## src/rtl/wb_pkg.sv

```systemverilog
package wb_pkg;

    typedef enum logic [2:0] {
        CMD_NOP,
        CMD_ACT,
        CMD_WR,
        CMD_RD,
        CMD_PRE,
        CMD_MRS
    } cmd_e;

    typedef enum logic [0:0] {
        ST_IDLE,
        ST_BURST
    } state_e;

    // Burst mode: full page flag, log2 of fixed length, interleave flag
    typedef struct packed {
        logic       full;
        logic [1:0] lg;
        logic       ilv;
    } mode_t;

    localparam mode_t MODE_RESET = '{full: 1'b0, lg: 2'd2, ilv: 1'b0};

    function automatic cmd_e decode_cmd(input logic cs_n, input logic ras_n,
                                        input logic cas_n, input logic we_n);
        cmd_e c;
        if (cs_n) begin
            c = CMD_NOP;
        end else begin
            case ({ras_n, cas_n, we_n})
                3'b011:  c = CMD_ACT;
                3'b100:  c = CMD_WR;
                3'b101:  c = CMD_RD;
                3'b010:  c = CMD_PRE;
                3'b000:  c = CMD_MRS;
                default: c = CMD_NOP;
            endcase
        end
        return c;
    endfunction

    function automatic logic multi_word(input mode_t m);
        return m.full || (m.lg != 2'd0);
    endfunction

endpackage

```

## src/rtl/wb_mode_reg.sv

```systemverilog
module wb_mode_reg
    import wb_pkg::*;
(
    input  logic       clk,
    input  logic       rst_n,
    input  logic       load_en,
    input  logic [3:0] code,
    output mode_t      mode_o
);

    mode_t mode_q;

    always_ff @(posedge clk or negedge rst_n) begin
        if (!rst_n) begin
            mode_q <= MODE_RESET;
        end else if (load_en) begin
            unique case (code[2:0])
                3'd0, 3'd1, 3'd2, 3'd3: begin
                    mode_q.full <= 1'b0;
                    mode_q.lg   <= code[1:0];
                    mode_q.ilv  <= code[3];
                end
                3'd7: begin
                    mode_q.full <= 1'b1;
                    mode_q.lg   <= 2'd0;
                    mode_q.ilv  <= code[3];
                end
                default: mode_q <= mode_q;
            endcase
        end
    end

    assign mode_o = mode_q;

endmodule

```

## src/rtl/wb_bank_track.sv

```systemverilog
module wb_bank_track #(
    parameter int NUM_BANKS = 4,
    parameter int TRCD      = 3,
    localparam int BA_W     = (NUM_BANKS > 1) ? $clog2(NUM_BANKS) : 1,
    localparam int CW       = $clog2(TRCD + 1)
) (
    input  logic                 clk,
    input  logic                 rst_n,
    input  logic                 act_en,
    input  logic [BA_W-1:0]      act_bank,
    input  logic                 pre_en,
    input  logic                 pre_all,
    input  logic [BA_W-1:0]      pre_bank,
    input  logic                 close_en,
    input  logic [BA_W-1:0]      close_bank,
    output logic [NUM_BANKS-1:0] ready_o
);

    for (genvar b = 0; b < NUM_BANKS; b++) begin : g_bank
        logic          open_q;
        logic [CW-1:0] age_q;
        logic          act_hit, pre_hit, close_hit;

        assign act_hit   = act_en && (act_bank == BA_W'(b));
        assign pre_hit   = pre_en && (pre_all || (pre_bank == BA_W'(b)));
        assign close_hit = close_en && (close_bank == BA_W'(b));

        // age_q counts edges since the Activate, saturating at TRCD
        always_ff @(posedge clk or negedge rst_n) begin
            if (!rst_n) begin
                open_q <= 1'b0;
                age_q  <= '0;
            end else if (act_hit) begin
                open_q <= 1'b1;
                age_q  <= CW'(1);
            end else if (pre_hit || close_hit) begin
                open_q <= 1'b0;
                age_q  <= '0;
            end else if (open_q && (age_q != CW'(TRCD))) begin
                age_q  <= age_q + CW'(1);
            end
        end

        assign ready_o[b] = open_q && (age_q == CW'(TRCD));

        if (TRCD > 1) begin : g_wait_chk
            assert_act_waits_R3: assert property (@(posedge clk) disable iff (!rst_n)
                act_hit |=> !ready_o[b]);
        end

        assert_pre_closes_R12: assert property (@(posedge clk) disable iff (!rst_n)
            pre_hit |=> !ready_o[b]);
    end

endmodule

```

## src/rtl/wb_col_gen.sv

```systemverilog
module wb_col_gen
    import wb_pkg::*;
#(
    parameter int COL_W = 8
) (
    input  logic [COL_W-1:0] start_i,
    input  logic [COL_W-1:0] idx_i,
    input  mode_t            mode_i,
    output logic [COL_W-1:0] col_o
);

    logic [COL_W-1:0] mask;

    always_comb begin
        mask = (COL_W'(1) << mode_i.lg) - COL_W'(1);
        if (mode_i.full) begin
            col_o = start_i + idx_i;
        end else if (mode_i.ilv) begin
            col_o = (start_i & ~mask) | ((start_i ^ idx_i) & mask);
        end else begin
            col_o = (start_i & ~mask) | ((start_i + idx_i) & mask);
        end
    end

endmodule

```

## src/rtl/sdram_wburst_engine.sv

```systemverilog
module sdram_wburst_engine
    import wb_pkg::*;
#(
    parameter int NUM_BANKS = 4,
    parameter int ADDR_W    = 11,
    parameter int COL_W     = 8,
    parameter int DATA_W    = 16,
    parameter int TRCD      = 3,
    parameter int AP_BIT    = 10,
    localparam int BA_W     = (NUM_BANKS > 1) ? $clog2(NUM_BANKS) : 1
) (
    input  logic              clk,
    input  logic              rst_n,
    input  logic              cs_n,
    input  logic              ras_n,
    input  logic              cas_n,
    input  logic              we_n,
    input  logic [BA_W-1:0]   ba,
    input  logic [ADDR_W-1:0] addr,
    input  logic [DATA_W-1:0] dq_in,
    input  logic              dm,
    output logic              arr_we,
    output logic [BA_W-1:0]   arr_bank,
    output logic [COL_W-1:0]  arr_col,
    output logic [DATA_W-1:0] arr_data,
    output logic              proto_err
);

    cmd_e                 cmd;
    state_e               state_q, state_d;
    mode_t                mode_cur, mode_q, gen_mode;
    logic [NUM_BANKS-1:0] bank_ready;

    logic                 wr_cmd, wr_ok, stop_cmd, last_word, emit;
    logic                 close_en;
    logic [BA_W-1:0]      close_bank;

    logic [BA_W-1:0]      bank_q;
    logic [COL_W-1:0]     start_q, idx_q;
    logic                 ap_q;
    logic [COL_W-1:0]     gen_start, gen_idx, gen_col;

    logic                 we_q, err_q, word_q, cont_q;
    logic [BA_W-1:0]      bank_o_q;
    logic [COL_W-1:0]     col_q;
    logic [DATA_W-1:0]    data_q;
    logic                 unused_addr;

    assign unused_addr = ^addr;

    // ---------------- command decode ----------------
    assign cmd      = decode_cmd(cs_n, ras_n, cas_n, we_n);
    assign wr_cmd   = (cmd == CMD_WR);
    assign wr_ok    = wr_cmd && bank_ready[ba];
    assign stop_cmd = (cmd == CMD_WR) || (cmd == CMD_RD) || (cmd == CMD_PRE);

    wb_mode_reg u_mode (
        .clk     (clk),
        .rst_n   (rst_n),
        .load_en (cmd == CMD_MRS),
        .code    (addr[3:0]),
        .mode_o  (mode_cur)
    );

    wb_bank_track #(
        .NUM_BANKS (NUM_BANKS),
        .TRCD      (TRCD)
    ) u_banks (
        .clk        (clk),
        .rst_n      (rst_n),
        .act_en     (cmd == CMD_ACT),
        .act_bank   (ba),
        .pre_en     (cmd == CMD_PRE),
        .pre_all    (addr[AP_BIT]),
        .pre_bank   (ba),
        .close_en   (close_en),
        .close_bank (close_bank),
        .ready_o    (bank_ready)
    );

    // ---------------- column sequencing ----------------
    assign gen_start = wr_ok ? addr[COL_W-1:0] : start_q;
    assign gen_idx   = wr_ok ? '0 : idx_q;
    assign gen_mode  = wr_ok ? mode_cur : mode_q;

    wb_col_gen #(.COL_W(COL_W)) u_col (
        .start_i (gen_start),
        .idx_i   (gen_idx),
        .mode_i  (gen_mode),
        .col_o   (gen_col)
    );

    assign last_word = !mode_q.full &&
                       (idx_q == ((COL_W'(1) << mode_q.lg) - COL_W'(1)));
    assign emit      = wr_ok || ((state_q == ST_BURST) && !stop_cmd);

    // auto-precharge closes the bank only on natural completion
    assign close_en   = ((state_q == ST_BURST) && !stop_cmd && last_word && ap_q) ||
                        (wr_ok && !multi_word(mode_cur) && addr[AP_BIT]);
    assign close_bank = wr_ok ? ba : bank_q;

    // ---------------- state machine ----------------
    always_ff @(posedge clk or negedge rst_n) begin
        if (!rst_n) state_q <= ST_IDLE;
        else        state_q <= state_d;
    end

    always_comb begin
        state_d = state_q;
        unique case (state_q)
            ST_IDLE: begin
                if (wr_ok && multi_word(mode_cur)) state_d = ST_BURST;
            end
            ST_BURST: begin
                if (wr_ok)                      state_d = multi_word(mode_cur) ? ST_BURST : ST_IDLE;
                else if (stop_cmd || last_word) state_d = ST_IDLE;
            end
            default: state_d = ST_IDLE;
        endcase
    end

    // ---------------- burst context and outputs ----------------
    always_ff @(posedge clk or negedge rst_n) begin
        if (!rst_n) begin
            bank_q   <= '0;
            start_q  <= '0;
            idx_q    <= '0;
            mode_q   <= MODE_RESET;
            ap_q     <= 1'b0;
            we_q     <= 1'b0;
            err_q    <= 1'b0;
            word_q   <= 1'b0;
            cont_q   <= 1'b0;
            bank_o_q <= '0;
            col_q    <= '0;
            data_q   <= '0;
        end else begin
            err_q  <= wr_cmd && !wr_ok;
            word_q <= emit;
            cont_q <= emit && !wr_ok;
            we_q   <= emit && !dm;
            if (emit) begin
                col_q    <= gen_col;
                data_q   <= dq_in;
                bank_o_q <= wr_ok ? ba : bank_q;
            end
            if (wr_ok) begin
                bank_q  <= ba;
                start_q <= addr[COL_W-1:0];
                idx_q   <= COL_W'(1);
                mode_q  <= mode_cur;
                ap_q    <= addr[AP_BIT];
            end else if ((state_q == ST_BURST) && !stop_cmd) begin
                idx_q   <= idx_q + COL_W'(1);
            end
        end
    end

    assign arr_we    = we_q;
    assign arr_bank  = bank_o_q;
    assign arr_col   = col_q;
    assign arr_data  = data_q;
    assign proto_err = err_q;

    // ---------------- assertions ----------------
    assert_err_blocks_strobe_R3: assert property (@(posedge clk) disable iff (!rst_n)
        proto_err |-> !arr_we);

    assert_first_word_R4: assert property (@(posedge clk) disable iff (!rst_n)
        wr_ok |=> (word_q && (arr_col == $past(addr[COL_W-1:0]))));

    assert_fullpage_step_R7: assert property (@(posedge clk) disable iff (!rst_n)
        (cont_q && mode_q.full) |-> (arr_col == $past(arr_col) + COL_W'(1)));

    assert_interrupt_drops_R8: assert property (@(posedge clk) disable iff (!rst_n)
        ((state_q == ST_BURST) && ((cmd == CMD_RD) || (cmd == CMD_PRE))) |=> !word_q);

    assert_quiet_when_idle_R10: assert property (@(posedge clk) disable iff (!rst_n)
        ((state_q == ST_IDLE) && !wr_cmd) |=> !arr_we);

endmodule

```

## config.mk

```make
export PLATFORM = sky130hd
export DESIGN_NAME = sdram_wburst_engine
export DESIGN_NICKNAME = d
export VERILOG_FILES = /design/src/rtl/wb_pkg.sv /design/src/rtl/wb_mode_reg.sv /design/src/rtl/wb_bank_track.sv /design/src/rtl/wb_col_gen.sv /design/src/rtl/sdram_wburst_engine.sv
export SDC_FILE = /design/constraint.sdc
export NUM_CORES = 1
export LEC_CHECK = 0
export BUFFER_PORTS_ARGS = -buffer_cell sky130_fd_sc_hd__buf_2
export CORE_UTILIZATION = 40
export CTS_CLUSTER_SIZE = 14
export DETAILED_ROUTE_END_ITERATION = 7
export PLACE_DENSITY = 0.59
export SYNTH_ARGS = -nofsm -noshare
export SYNTH_HDL_FRONTEND = slang
export SYNTH_SLANG_ARGS = --single-unit
```

## constraint.sdc

```tcl
create_clock -name clk -period 4.15 [get_ports clk]
set_clock_uncertainty 0.05 [all_clocks]
set_input_delay 1.0375 -clock clk [delete_from_list [all_inputs] [get_ports clk]]
set_output_delay 1.0375 -clock clk [all_outputs]
set_load 0.005 [all_outputs]
```

# ---- After elaboration in Yosys (flattened, before gate mapping)
# Cells that the tools add are included.
dict set report op_classes {
  n_mux 38
  bitwise_logic 8
  order_cmp 1
  n_addsub 8
  n_eq_ne 28
  shifts 2
  reduce_logical 66
}
# cell count
set ops {}
lappend ops {{2-to-1 mux 8 bit} 6}
lappend ops {{logical AND 1 bit} 30}
lappend ops {{2-to-1 mux 2 bit} 13}
lappend ops {{bitwise AND 8 bit} 3}
lappend ops {{equality test 3 x 2 -> 1 bit (second input constant)} 6}
lappend ops {{equality test 2 bit (second input constant)} 8}
lappend ops {{bitwise OR 8 bit} 2}
lappend ops {{left shift 1 x 2 -> 8 bit (first input constant)} 2}
lappend ops {{equality test 3 bit (second input constant)} 5}
lappend ops {{case mux 3 bit (5 select lines)} 1}
lappend ops {{logical OR 1 bit} 14}
lappend ops {{nonzero test 2 bit} 7}
lappend ops {{2-to-1 mux 1 bit} 13}
lappend ops {{nonzero test 3 bit} 4}
lappend ops {{adder 2 x 1 -> 2 bit (second input constant)} 4}
lappend ops {{adder 8 x 1 -> 8 bit (second input constant)} 1}
lappend ops {{adder 8 bit} 1}
lappend ops {{equality test 8 bit} 1}
lappend ops {{inequality test 2 bit (second input constant)} 4}
lappend ops {{NOT 8 bit} 1}
lappend ops {{case mux 4 bit (2 select lines)} 1}
lappend ops {{subtractor 8 x 1 -> 8 bit (second input constant)} 1}
lappend ops {{subtractor 8 x 2 -> 8 bit (second input constant)} 1}
lappend ops {{XOR 8 bit} 1}
lappend ops {{other kinds (13)} 21}
dict set report word_totals {
  elab_cells 175
  out_inout_bits 28
  ff_bits 68
  inputBits 36
}

# ---- Depth between registers and ports, before layout
dict set report depth {
  depth_word 15
  depth_mapped 15
  mapped_depth_nobuf 14
}

# ---- Modules after synthesis
# From an unflattened synthesis, not the netlist that was laid out.
dict set report unflattened {
  cells_unflattened 359
  area_unflattened_um2 3824.9
}
# module area_per_inst_um2 seq_area_each_um2 instances cells_per_inst
set by_module_without_submodules {}
lappend by_module_without_submodules {sdram_wburst_engine 2429.8 1302.5 1 210}
lappend by_module_without_submodules {wb_bank_track 718.2 300.3 1 67}
lappend by_module_without_submodules {wb_col_gen 489.2 0.0 1 64}
lappend by_module_without_submodules {wb_mode_reg 187.7 101.3 1 18}

# ---- Worst setup path after synthesis
# OpenSTA, ideal clock, no wires.
dict set report synth_path {
  path_kind {input to register}
  startpoint {in ba[0]}
  endpoint {reg col_q[7], in the netlist arr_col[7]}
  path_buffers 2
  t_required_ns 4.005
  t_arrival_ns 3.631
  path_stages 12
  setup_ns 0.095
  setup_slack_ns 0.373
  path_cell_list {buf_6 -> o211a_1 -> nor3_2 -> buf_2 -> mux2_2 -> ha_1 -> nand3_1 -> o211ai_1 -> o41ai_1 -> xor2_1 -> a21oi_1 -> o31ai_1}
}
dict set report synth_via {
  elab_cells_between_ends 19
  cone_classes {add/sub (2); shift (1); mux (7); bitwise (7); reduce/logical (2)}
}
# item line_no
set synth_lines {}
lappend synth_lines {{start, declared} sdram_wburst_engine.sv:18} ;# input logic [BA_W-1:0] ba,
lappend synth_lines {{binary-select mux 1 bit (select 2 bit) *} sdram_wburst_engine.sv:54} ;# assign wr_ok = wr_cmd && bank_ready[ba];
lappend synth_lines {{2-to-1 mux 1 bit (implied by the code) *} sdram_wburst_engine.sv:54}
lappend synth_lines {{logical AND 1 bit *} sdram_wburst_engine.sv:54}
lappend synth_lines {{2-to-1 mux 8 bit *} n/a}
lappend synth_lines {{via gen_start[4]} sdram_wburst_engine.sv:41} ;# logic [COL_W-1:0] gen_start, gen_idx, gen_col;
lappend synth_lines {{adder 8 bit *} {wb_col_gen.sv:17, wb_col_gen.sv:21}}
lappend synth_lines {{bitwise AND 8 bit} wb_col_gen.sv:21} ;# col_o = (start_i & ~mask) | ((start_i + idx_i) & mask);
lappend synth_lines {{bitwise OR 8 bit} wb_col_gen.sv:21}
lappend synth_lines {{2-to-1 mux 8 bit} wb_col_gen.sv:18} ;# end else if (mode_i.ilv) begin
lappend synth_lines {{2-to-1 mux 8 bit *} wb_col_gen.sv:16} ;# if (mode_i.full) begin
lappend synth_lines {{end signal, assigned} sdram_wburst_engine.sv:143} ;# col_q <= gen_col;
lappend synth_lines {{end, declared} sdram_wburst_engine.sv:45} ;# logic [COL_W-1:0] col_q;
# Mark *: on every way through the listed nets, which the timed path passes. The rest lies on a longest branch. The select of a mux whose other input is x is not followed.
# A chain may end at the register's enable or synchronous reset.

# ---- Worst setup path after layout
# Ends and elaborated chain as after synthesis.

==> results.md <==
## Outcome
- completed — result of the run

## GRT
- 14300 um — global-route wire length before repair
- 0 — GRT Residual Overflow
- 0 — number of antenna violations at the first check in global routing
- 18.6% — total global routing track utilization
- 39 — maximum number of pins on one net before global-route repair
- 2975 — via count of the first global-routing pass

## Route
- 410 um — met3 routed wirelength
- 142 — detailed router's first-iteration violation count
- 4 — Detailed Routing Iterations Pass 1
- 4020 um — DRT met1 WL
- 3610 um — DR WL met2
- 0 — drc violations
- 0 — Post-DRT Antenna Nets
- 3005 — number of vias in the routed layout
- met4 — highest routing layer actually used
- 14.0 um — average routed wire per standard cell
- 5.19 — vias per cell
- 8120 um — final WL

## Floorplanning
- 9520 um^2 — die area
- 41.7% — effective utilization at floorplan
- 8760 um^2 — core box area
- 97.6 um — die height
- 34 — standard-cell row count
- 64 — IO Count
- 97.6 um — Die X-Extent

## Worst setup path
- 0.79 ns — FF-to-FF setup slack
- flop — endpoint type of the worst setup path
- arr_col[7] — critical path capture point
- u_banks.g_bank[0].age_q[0] — worst reg2reg startpoint
- 13 — Reg2Reg Depth
- primary input — Worst setup SP type
- ba[0] — critical path startpoint
- arr_col[7] — Reg2Reg Capture Point
- 3.87 ns — Worst EP arrival
- 15 — largest fanout on the critical path
- 4.34 ns — endpoint required time on the critical path
- in2reg — critical path class

## Yosys
- sky130_fd_sc_hd__dfrtp_1 — post-synth top area cell
- sky130_fd_sc_hd__nand2_1, sky130_fd_sc_hd__dfrtp_1, sky130_fd_sc_hd__nor2_1, sky130_fd_sc_hd__o21ai_0, sky130_fd_sc_hd__inv_1 — commonest cells in the synthesized netlist
- 68 — synthesis-stage register bit count
- 386 — Cells after Synth
- 0 — number of synthesized flops with an enable pin
- 100% — asr flop ratio synth
- 9.47 um^2 — Mapped Avg Cell Area
- sky130_fd_sc_hd__nand2_1 — leading cell type by number of instances after synthesis
- 0 — Synth Warn #
- 3650 um^2 — Syn Std Cell Area
- sky130_fd_sc_hd__dfrtp_1 — most used flip-flop cell after synthesis
- 435 — number of nets produced by synthesis
- 45.2% — portion of synthesized cell area occupied by the leading cell type
- 57 — count of unique library cells instantiated by Yosys
- 46.6% — register area share after synthesis
- sky130_fd_sc_hd__dfrtp_1, sky130_fd_sc_hd__nand2_1, sky130_fd_sc_hd__ha_1 — synth top area cells

## Cells and area
- 20.6% — synthesis-to-layout area growth
- 516 — Layout Nets
- 0 — Inserted Diodes
- 25.9% — layout cells sized above 1

## Clock tree
- 9 — number of buffers added by the clock tree synthesis step
- 3 — level count of the clock H-tree
- yes — CTS tree
- sky130_fd_sc_hd__clkbuf_8 — Clock Tree Root
- 0.34 ns — clock insertion delay at the later pin of the skew report
- 68 — TritonCTS sink count
- 0 — number of buffers added to fix hold violations after cts
- 2 — number of buffers on the longest clock path
- 0 — number of setup buffers added after CTS
- 0.07 ns — clock-pin transition on the worst setup and hold timing paths
- 0 — number of instances resized during post-cts repair

## Placement
- 6130 um — half-perimeter wire length after detailed placement
- 61 — quantity of I/O buffers inserted on ports
- 0.877 — Routability Congestion

## Flow run
- 0 — max cap viols

## Timing
- 0 ns — Fin Setup TNS
- 0 — number of max-slew violations in the final report
- 0 — number of endpoints failing setup at the final stage
- 41.5% — relative slew slack
- no — RSZ-0062 raised after global routing
- 0 — final-report hold violation count
- 0.878 ns — Worst Max-Slew Pin Slew
- 0.413 ns — final hold slack
- 272 MHz — Achievable Freq
- 88.7% — final period utilization
- 3.68 ns — Period minus WS final

## Power and ir drop
- 564 nW/um^2 — Power per Cell Area
- 2.17 nW — Leakage
- 0.000190 V — maximum resistive drop on vdd

## Min path
- arr_data[7] — worst min-delay path startpoint
- reg2reg — type of the worst min-delay path
- 2 — worst hold path stage count

flip-flops by register name, summed over array words and instances (netlist names):
| signal | cells |
|---|---|
| ap_q | 1 |
| start_q | 8 |
| proto_err | 1 |
| arr_bank | 2 |
| idx_q | 8 |
| u_banks.g_bank.open_q | 4 |
| arr_col | 8 |
| u_banks.g_bank.age_q | 8 |
| state_q | 1 |
| bank_q | 2 |
| u_mode.mode_o | 4 |
| mode_q | 4 |
| arr_we | 1 |
| arr_data | 16 |
cell type report:
class / count / area (um^2)
Clock buffer: 10 / 138
Clock inverter: 5 / 52.6
Fill cell: 807 / 4360
Inverter: 19 / 71.3
Multi-Input combinational cell: 286 / 1810
Sequential cell: 68 / 1700
Tap cell: 108 / 135
Timing Repair Buffer: 83 / 495
cells by family (layout without fill, tap and decap cells):
logic type | after synthesis | in the layout | share of synthesized area [%]
muxes | 15 | 15 | 4.45
and+or+nand+nor | 168 | 168 | 21.6
adders and majority gates | 13 | 13 | 4.66
xor gates and xnor gates | 15 | 15 | 3.59
buffers and inverters | 32 | 117 | 3.83
AOI/OAI and AO/OA | 75 | 75 | 15.2
DFF | 68 | 68 | 46.6
per-stage QoR:
stage	area [um^2]	power (mW)	utilization (%)	std cells	setup WS, ns
floorplan	3650	1.62	-	386	0.373
global placement	4220	1.94	48.1	564	0.131
detailed placement	4220	1.97	48.1	564	0.105
CTS	4410	2.52	50.3	579	0.449
global route	4410	2.71	50.3	579	0.182
finish	4410	2.48	50.3	579	0.471
worst min-delay path by stage:
| stage | to | slack (ns) |
|---|---|---|
| floorplan | arr_data[0] | 0.41 |
| global placement | arr_data[9] | 0.39 |
| detailed placement | arr_data[0] | 0.40 |
| CTS | arr_data[7] | 0.42 |
| global route | arr_data[7] | 0.43 |
| finish | arr_data[7] | 0.41 |
placed cells by master, fill, tap and decap left out, drive strengths merged, types with 11 or more instances in the layout:
cell	netlist	final
o21ai	20	20
buf	3	83
nand2	86	86
nand3	11	11
inv	19	19
ha	12	12
dfrtp	66	66
nor2	27	27
report_power, final:
| group | switching [mW] | internal (mW) | total [mW] |
|---|---|---|---|
| clock network | 0.244 | 0.287 | 0.532 |
| registers | 0.152 | 0.909 | 1.06 |
| logic | 0.450 | 0.441 | 0.891 |
| total | 0.847 | 1.64 | 2.48 |
routing by layer:
metal,up-vias,track usage (%)
li1,1506,-
met1,1406,26.1
met2,86,28.9
met3,7,4.24
met4,0,5.09
met5,-,0
critical path: stages:
cell	delay, ns
sky130_fd_sc_hd__buf_2	0.20
sky130_fd_sc_hd__nand3_1	0.15
sky130_fd_sc_hd__o211a_1	0.19
sky130_fd_sc_hd__nor3_2	0.23
sky130_fd_sc_hd__buf_12	0.18
sky130_fd_sc_hd__mux2_2	0.35
sky130_fd_sc_hd__ha_1	0.21
sky130_fd_sc_hd__a21oi_1	0.23
sky130_fd_sc_hd__o211ai_1	0.16
sky130_fd_sc_hd__o41ai_1	0.38
sky130_fd_sc_hd__xor2_1	0.24
sky130_fd_sc_hd__a21oi_1	0.10
sky130_fd_sc_hd__o31ai_1	0.21
Note: power is estimated with default switching activity, not from simulation.
